<file path="src/rtl/insn_fetch_seq.sv">
module insn_fetch_seq #(
  parameter int W = 5
) (
  input  logic         clk,
  input  logic         rst_n,
  input  logic [W-1:0] mem_rdata,
  input  logic         exec_done,
  output logic [W-1:0] addr_bus,
  output logic         addr_drive,
  output logic         pc_inc,
  output logic         opc_wr,
  output logic         opr_wr,
  output logic         jmp_wr,
  output logic         exec_go,
  output logic [5:0]   fetch_phase,
  output logic [W-1:0] pc,
  output logic [W-1:0] opcode,
  output logic [W-1:0] operand_addr,
  output logic [W-1:0] jump_addr
);
  localparam logic [5:0] STAGE1  = 6'b000001;
  localparam logic [4:0] OP_HALT = 5'b00000;
  localparam logic [4:0] OP_INC  = 5'b00001;
  localparam logic [4:0] OP_NOT  = 5'b00010;
  localparam logic [4:0] OP_JMP  = 5'b10000;
  localparam logic [4:0] OP_JEQ  = 5'b10001;
  localparam logic [4:0] OP_JNE  = 5'b10010;
  localparam logic [4:0] OP_JLE  = 5'b10011;
  localparam logic [4:0] OP_JLT  = 5'b10100;
  localparam logic [4:0] OP_JGE  = 5'b10101;
  localparam logic [4:0] OP_JGT  = 5'b10110;

  logic       run_q, run_n, go_n;
  logic [5:0] phase_n;
  logic [4:0] op;
  logic       one_word, is_jmp, cond_jmp, fetch_last;

  assign op       = opcode[4:0];
  assign one_word = (op == OP_HALT) || (op == OP_INC) || (op == OP_NOT);
  assign is_jmp   = (op == OP_JMP);
  assign cond_jmp = op inside {OP_JEQ, OP_JNE, OP_JLE, OP_JLT, OP_JGE, OP_JGT};
  assign fetch_last = (fetch_phase[1] & one_word) | (fetch_phase[3] & ~cond_jmp) | fetch_phase[5];
  assign addr_bus = addr_drive ? pc : '0;

  always_comb begin
    phase_n = fetch_phase;
    run_n   = run_q;
    go_n    = exec_go;
    if (run_q) begin
      if (fetch_last) begin
        phase_n = STAGE1;
        run_n   = 1'b0;
        go_n    = 1'b1;
      end else begin
        phase_n = {fetch_phase[4:0], fetch_phase[5]};
      end
    end else if (exec_go) begin
      if (exec_done) begin
        run_n = 1'b1;
        go_n  = 1'b0;
      end
    end else begin
      run_n = 1'b1;
    end
  end

  always_ff @(posedge clk or negedge rst_n) begin
    if (!rst_n) begin
      fetch_phase <= STAGE1;
      run_q       <= 1'b0;
      exec_go     <= 1'b0;
      addr_drive  <= 1'b0;
      pc_inc      <= 1'b0;
      opc_wr      <= 1'b0;
      opr_wr      <= 1'b0;
      jmp_wr      <= 1'b0;
    end else begin
      fetch_phase <= phase_n;
      run_q       <= run_n;
      exec_go     <= go_n;
      addr_drive  <= run_n & (phase_n[0] | phase_n[2] | phase_n[4]);
      pc_inc      <= run_n & (phase_n[1] | phase_n[3] | phase_n[5]);
      opc_wr      <= run_n & phase_n[0];
      opr_wr      <= run_n & phase_n[2] & ~is_jmp;
      jmp_wr      <= run_n & ((phase_n[2] & is_jmp) | phase_n[4]);
    end
  end

  always_ff @(posedge clk or negedge rst_n) begin
    if (!rst_n) begin
      pc           <= '0;
      opcode       <= '0;
      operand_addr <= '0;
      jump_addr    <= '0;
    end else begin
      if (pc_inc) pc <= pc + 1'b1;
      if (opc_wr) opcode <= mem_rdata;
      if (opr_wr) operand_addr <= mem_rdata;
      if (jmp_wr) jump_addr <= mem_rdata;
    end
  end


  ring_onehot_chk: assert property (@(posedge clk) disable iff (!rst_n)
    $countones(fetch_phase) == 1);


  strobe_excl_chk: assert property (@(posedge clk) disable iff (!rst_n)
    !(addr_drive && pc_inc));


  wr_needs_drive_chk: assert property (@(posedge clk) disable iff (!rst_n)
    $countones({opc_wr, opr_wr, jmp_wr}) == (addr_drive ? 1 : 0));


  exec_quiet_chk: assert property (@(posedge clk) disable iff (!rst_n)
    exec_go |-> (!addr_drive && !pc_inc && fetch_phase == STAGE1));


  exec_hold_chk: assert property (@(posedge clk) disable iff (!rst_n)
    (exec_go && !exec_done) |=> exec_go);


  pc_step_chk: assert property (@(posedge clk) disable iff (!rst_n)
    pc_inc |=> (pc == $past(pc) + 1'b1));


  always @(posedge clk) begin
    if (!rst_n) begin
      rst_quiet_chk: assert (!opc_wr && !opr_wr && !jmp_wr && !pc_inc && !exec_go);
    end
  end
endmodule

</file>
<file path="config.mk">
export PLATFORM = sky130hd
export DESIGN_NAME = insn_fetch_seq
export DESIGN_NICKNAME = d
export VERILOG_FILES = /design/src/rtl/insn_fetch_seq.sv
export SDC_FILE = /design/constraint.sdc
export NUM_CORES = 1
export LEC_CHECK = 0
export BUFFER_PORTS_ARGS = -buffer_cell sky130_fd_sc_hd__buf_2
export CAP_MARGIN = 10
export CELL_PAD_IN_SITES_DETAIL_PLACEMENT = 2
export CELL_PAD_IN_SITES_GLOBAL_PLACEMENT = 2
export CORE_MARGIN = 5
export CORE_UTILIZATION = 34
export DETAILED_ROUTE_END_ITERATION = 6
export PLACE_DENSITY_LB_ADDON = 0.2
export SKIP_LAST_GASP = 1
export SLEW_MARGIN = 0
export SYNTH_ARGS = -nofsm -noshare
export SYNTH_HDL_FRONTEND = slang
export SYNTH_SLANG_ARGS = --single-unit
export TNS_END_PERCENT = 5
</file>
<file path="constraint.sdc">
create_clock -name clk -period 3.6 [get_ports clk]
set_input_delay 1.08 -clock clk [delete_from_list [all_inputs] [get_ports clk]]
set_output_delay 1.08 -clock clk [all_outputs]
set_load 0.02 [all_outputs]
</file>
Yosys cells after proc, flatten, opt, wreduce, memory -nomap -nowiden

Cells that the tools add are included.

Flip-flop bits (word level): 33
Input port bits: 8
Output and inout port bits: 37

Add/subtract/negate cells: 1
Equality and inequality tests: 10
Multiplexer cells: 11
Bitwise gates (word level): 18
Reductions and logical operators: 4

Operator list:

| cell                                                                   | count |
|---|---|
| 5-bit equality test (second input constant)                            | 7 |
| 6-bit 2-to-1 mux                                                       | 2 |
| 1-bit AND                                                              | 9 |
| 1-bit 2-to-1 mux                                                       | 8 |
| 1-bit OR                                                               | 7 |
| 6-bit nonzero test                                                     | 1 |
| 5-bit by 1-bit adder with 5-bit output (second input constant)         | 1 |
| 5-bit by 1-bit equality test with 1-bit output (second input constant) | 1 |
| 5-bit by 2-bit equality test with 1-bit output (second input constant) | 1 |
| 5-bit logical NOT                                                      | 1 |
| 5-bit 2-to-1 mux                                                       | 1 |
| 1-bit logical OR                                                       | 2 |
| 2-bit by 1-bit != test with 1-bit output (second input constant)       | 1 |
| 1-bit NOT                                                              | 2 |

Depth between registers and ports, before layout

Gate-level depths: netlist (run 1).

Word-level depth: 11
Gate-level depth with buffers: 4

Worst setup path after synthesis (run 1)

No wires, ideal clock.

Kind: register to output
Start: reg pc[0]
End: out addr_bus[0]
Arrival: 0.766 ns
Data required time: 2.520 ns
Slack: 1.754 ns
Cell stages (with the launch flop): 2
Buffers on the path: 0
Path through: dfrtp_1 and2_1

Word-level cells in the longest chain between the ends: 1

RTL lines:

| what                   | line | RTL |
|---|---|---|
| start, declared        | 16   | `output logic [W-1:0] pc,` |
| start signal, assigned | 96   | `if (pc_inc) pc <= pc + 1'b1;` |
| 5-bit 2-to-1 mux       | 43   | `assign addr_bus = addr_drive ? pc : '0;` |
| end, declared          | 8    | `output logic [W-1:0] addr_bus,` |

Every way passes these cells.

Final worst setup path (run 1)

Start: reg addr_drive
End: out addr_bus[1]

Word-level cells in the longest chain between the ends: 1

RTL lines:

| what                   | line | RTL |
|---|---|---|
| start, declared        | 9    | `output logic addr_drive,` |
| start signal, assigned | 81   | `addr_drive <= run_n & (phase_n[0] \| phase_n[2] \| phase_n[4]);` |
| 5-bit 2-to-1 mux       | 43   |  |

Every way passes these cells.

==> results of run 1 <==
## layout by cell type, fill, tap and decap left out, types with 4 or more instances in the layout
cell,count
inv_1,6
mux2_2,16
nand2_1,5
o22ai_1,4
clkbuf_8,5
buf_2,44
dfrtp_1,32
and2_1,5
nor3_1,5
## cell families (layout without fill, tap and decap cells)
kind of cell	count (synthesis)	count (layout)	share of synthesized area (%)
compound gates	14	14	7.41
xor+xnor	4	4	2.53
fa+ha+maj	1	1	0.904
buf+inv	7	58	1.99
flops	33	33	59.8
mux	16	16	13.0
simple gates	32	32	14.4
## layout make-up
cell class	count	share of cell area, %
Sequential cell	33	47.5
Tap cell	50	3.59
Clock buffer	8	4.60
Inverter	6	1.29
Timing Repair Buffer	44	12.6
Multi-Input combinational cell	67	30.4
## critical path: stages, from the launching register on
cell and delay [ns]:
dfrtp_1 0.43, and2_1 0.19, buf_2 0.16
## layer usage
layer  routed length (um)  GRT usage, %  vias to the layer above
li1                     -             -                      480
met1                 1540          18.1                      512
met2                 1820          24.1                       31
met3                  232          6.02                        2
met4                   13          4.23                        0
met5                    0             0                        -
## flip-flops by register name (all words and copies together), names as in the netlist
register	cells
addr_drive	1
pc	5
fetch_phase	6
opcode	5
opc_wr	1
operand_addr	5
opr_wr	1
run_q	1
jmp_wr	1
pc_inc	1
exec_go	1
jump_addr	5
## worst min-delay path by stage
stage	from	endpoint	cells after the start
floorplan	fetch_phase[0]	opc_wr	2
global placement	pc[4]	pc[4]	1
detailed placement	jump_addr[4]	jump_addr[4]	1
CTS	pc[4]	pc[4]	1
global route	pc[4]	pc[4]	1
finish	pc[4]	pc[4]	1
## where the power goes
group          total [mW]  switching (mW)  internal (mW)
clock network       0.262           0.125          0.137
registers           0.387         0.00733          0.380
logic              0.0433          0.0273         0.0160
## metrics by stage
stage / setup slack (ns) / utilization [%] / cell area (um2) / hold slack [ns]
after floorplan: 1.75 / - / 1380 / 0.556
after global routing: 1.42 / 43.9 / 1740 / 0.527
after global placement: 1.72 / 41.8 / 1660 / 0.474
after detailed placement: 1.69 / 41.8 / 1660 / 0.498
final: 1.46 / 43.9 / 1740 / 0.505
after CTS: 1.44 / 43.9 / 1740 / 0.513
==> impl_metrics.toml, run 1 <==
[status]
outcome = "completed"

[grt]
grt_overflow = 0
grt_start_max_net_pins = 34
grt_pass1_wl_um = 5910
grt_usage_pct = 14.8
grt_pass1_vias = 1159
antenna_found_initial = 0

[drt]
drt-initial-drc-count = 21
vias = 1025
ant_nets = 0
routed_via_density = 4.93
drtPass1Iterations = 4
wl_um = 3610
wire_per_inst_um = 17.4
drc = 0

[final_layout]
multi_input_area_um2 = 529
fillers = 438
diodes = 0
final_nets = 166
seq_area_um2 = 827
drive_above_1_share_pct = 45.6
finalNonFillerCells = 208
syn_to_final_growth_pct = 25.9

[setup_path]
required_ns = 2.52
cp-endpoint = "addr_bus[1]"
critical_path.max_fanout = 6
worstReg2RegStart = "run_q"
cp-end-kind = "primary output"
ff2ff_path_depth = 3
worst_r2r_endpoint = "addr_drive"
arrival_ns = 1.06
critical_path_class = "flip-flop to primary output"
reg2reg_slack_ns = 2.07
worst_setup_path_start_kind = "flip-flop"
startpoint = "addr_drive"

[floorplanning]
core_mm2 = 0.00397
fp.dieW_um = 73.8
die_area_mm2 = 0.00545
start_util_pct = 34.8
fp.dieH_um = 73.8
num_rows = 23
io-pin-count = 45

[sta]
min_period_ns = 2.14
fin_crit_sh_pct = 59.4
slew_headroom_pct = 51.0
finalHoldViolCount = 0
fin_worst_skew_ns = 0.00527
fin_tns_setup_ns = 0
tightest_slew_ns = 0.734
setup_violations = 0
drv_slew = 0
rsz0062_at_grt = "no"
fmax_mhz = 467

[clocking]
insertion_delay_ns = 0.28
cts_resized = 0
cts_setup_buffers = 0
cts_sinks = 33
clkTransAtPathRegs_ns = 0.06
cts_tree = "done"
cts_buffer_depth = 2
cts_htree_levels = 2
cts_buffers = 5
hold_buffers = 0
cts_root_buffer = "clkbuf_8"

[pwr]
power.density_mw_per_mm2 = 397
leakagePower_nw = 0.827
power.total_uw = 692
ir_worst_vdd_uv = 167

[yosys]
synth-edff-count = 0
synth_common_cells = "dfrtp_1, mux2_2, inv_1"
synth_seq_cells = 33
syn-cell-area_mm2 = 0.00138
ys_top_cells_by_area = "dfrtp_1, mux2_2, and2_1, dfstp_2, xnor2_1"
synth_flop_cell = "dfrtp_1"
async_flop_share_pct = 100
yosysMostFrequentCell = "dfrtp_1"
synth.distinct_cells = 31
syn_avg_cell_area_um2 = 12.9
synth_area_leader_cell = "dfrtp_1"
ys_warn_count = 0
seq_area_frac_synth_pct = 59.8
syn-num-nets = 116
synthCells = 107
synthDominantCellAreaShare_pct = 57.9

[place]
dp_cells = 200
gp_congestion = 0.749
portBuffers = 44
dpl.hpwl_um = 2760

[worst_hold_path]
min_path_type = "flip-flop to flip-flop"

[run]
maxCapViolations = 0
(Power assumes the default switching activity.)
==> inputs of run 2 (changes only) <==
CORE_UTILIZATION = 28   (was 34)
clock period = 1.9 ns   (was 3.6 ns; I/O delays follow)
==> run 2 against run 1 <==
Net effect:
- combinational power up 100%
- hold slack got worse by 0.29 ns
- sequential share of layout area fell by 2.6 points
- count of clock-buffer cells in the layout decreased by 1
- die area increased by 18%
- power increased by 120%
- critical path depth is the same
- setup slack worse by 1.2 ns
- critical path type unchanged
- largest power group unchanged
- highest routed layer unchanged
==> impl_metrics.toml, run 2 (synthesized netlist as in run 1, its figures left out) <==
[sta]
worst_hold_slack_ns = 0.211
fin_worst_skew_ns = 0.00511
drv_slew = 0
finalHoldViolCount = 0
tightest_slew_ns = 0.507
rsz0062_at_grt = "no"
slew_headroom_pct = 65.9
setup_violations = 0
fmax_mhz = 624
fin_crit_sh_pct = 84.4
fin_tns_setup_ns = 0
fin_ws_ns = 0.297
min_period_ns = 1.60

[clocking]
cts_htree_levels = 2
cts_sinks = 33
cts_tree = "done"
cts_resized = 0
cts_buffers = 5
cts_root_buffer = "clkbuf_8"
cts_buffer_depth = 2
hold_buffers = 0
cts_setup_buffers = 0
insertion_delay_ns = 0.28
clkTransAtPathRegs_ns = 0.07

[floorplanning]
num_rows = 25
io-pin-count = 45
die_area_mm2 = 0.00645
core_mm2 = 0.00475
fp.dieW_um = 80.3
start_util_pct = 29.1
fp.dieH_um = 80.3

[setup_path]
critical_path.max_fanout = 5
worst_setup_path_start_kind = "flip-flop"
cpMaxStageDelayCell = "dfrtp_1"
cp-end-kind = "primary output"
crit_family = "flip-flops"
slowest_delay_ns = 0.44
cp_cell_sequence = "and2_1, buf_2"
critical_path_class = "flip-flop to primary output"
required_ns = 1.33
arrival_ns = 1.03
crit_buf_inv = 1

[place]
dp_cells = 221
gp_congestion = 0.800
dpl.hpwl_um = 3080
placed_area_mm2 = 0.00173
place_ws_ns = 0.402
portBuffers = 44

[final_layout]
final_common_cell = "buf_2"
design_area_mm2 = 0.00184
finalNonFillerCells = 229
largest_reg_flops = 6
post-route-util_pct = 38.7
final_cell_mix = "buf_2, dfrtp_1, mux2_2"
drive_above_1_share_pct = 48.1
final_nets = 170
syn_to_final_growth_pct = 33.1
fillers = 517
top_register = "fetch_phase"
diodes = 0

[drt]
drtPass1Iterations = 4
routed_via_density = 4.62
wl_um = 3870
wire_per_inst_um = 16.9
vias = 1057
drc = 0
ant_nets = 0
drt-initial-drc-count = 27

[pwr]
power.total_mw = 1.50
ir_worst_vdd_uv = 318
power.density_mw_per_mm2 = 814
leakagePower_nw = 0.871

[worst_hold_path]
min_path_type = "primary input to async pin"

[grt]
grt_overflow = 0
grt_start_max_net_pins = 19
grt_usage_pct = 13.6
antenna_found_initial = 0
grt_pass1_vias = 1262
grt_pass1_wl_um = 6580

[status]
outcome = "completed"

[run]
maxCapViolations = 0
run 2: layout make-up:
class	instances	area [um2]	area share, %
sequential	33	827	44.9
multi-input combinational	67	529	28.7
timing repair buffer	48	263	14.3
clock buffer	7	86.3	4.69
tap	67	83.8	4.55
clock inverter	1	30.0	1.63
inverter	6	22.5	1.22
run 2: layer usage:
metal	up-vias	global-route usage, %	wire (um)
met2	29	24.0	2030
li1	489	-	-
met1	531	15.4	1610
met4	0	5.41	67
met3	8	3.70	168
met5	-	0	0
run 2: where the power goes:
| group | switching (mW) | internal, mW | leakage [nW] | total, mW |
|---|---|---|---|---|
| registers | 0.0136 | 0.719 | 0.412 | 0.732 |
| clock network | 0.251 | 0.427 | 0.0585 | 0.679 |
| logic | 0.0535 | 0.0344 | 0.400 | 0.0879 |
run 2: worst paths after layout:
path | from | to | slack, ns | cells after the start
max in group asynchronous | rst_n | jump_addr[2] | 1.25 | 2
setup reg to reg | opcode[1] | fetch_phase[2] | 0.42 | 4
setup / recovery | pc[2] | addr_bus[2] | 0.30 | 2
hold reg to reg | pc[4] | pc[4] | 0.48 | 1
min in group clk | pc[4] | pc[4] | 0.48 | 1
hold / removal | rst_n | pc[1] | 0.21 | 1
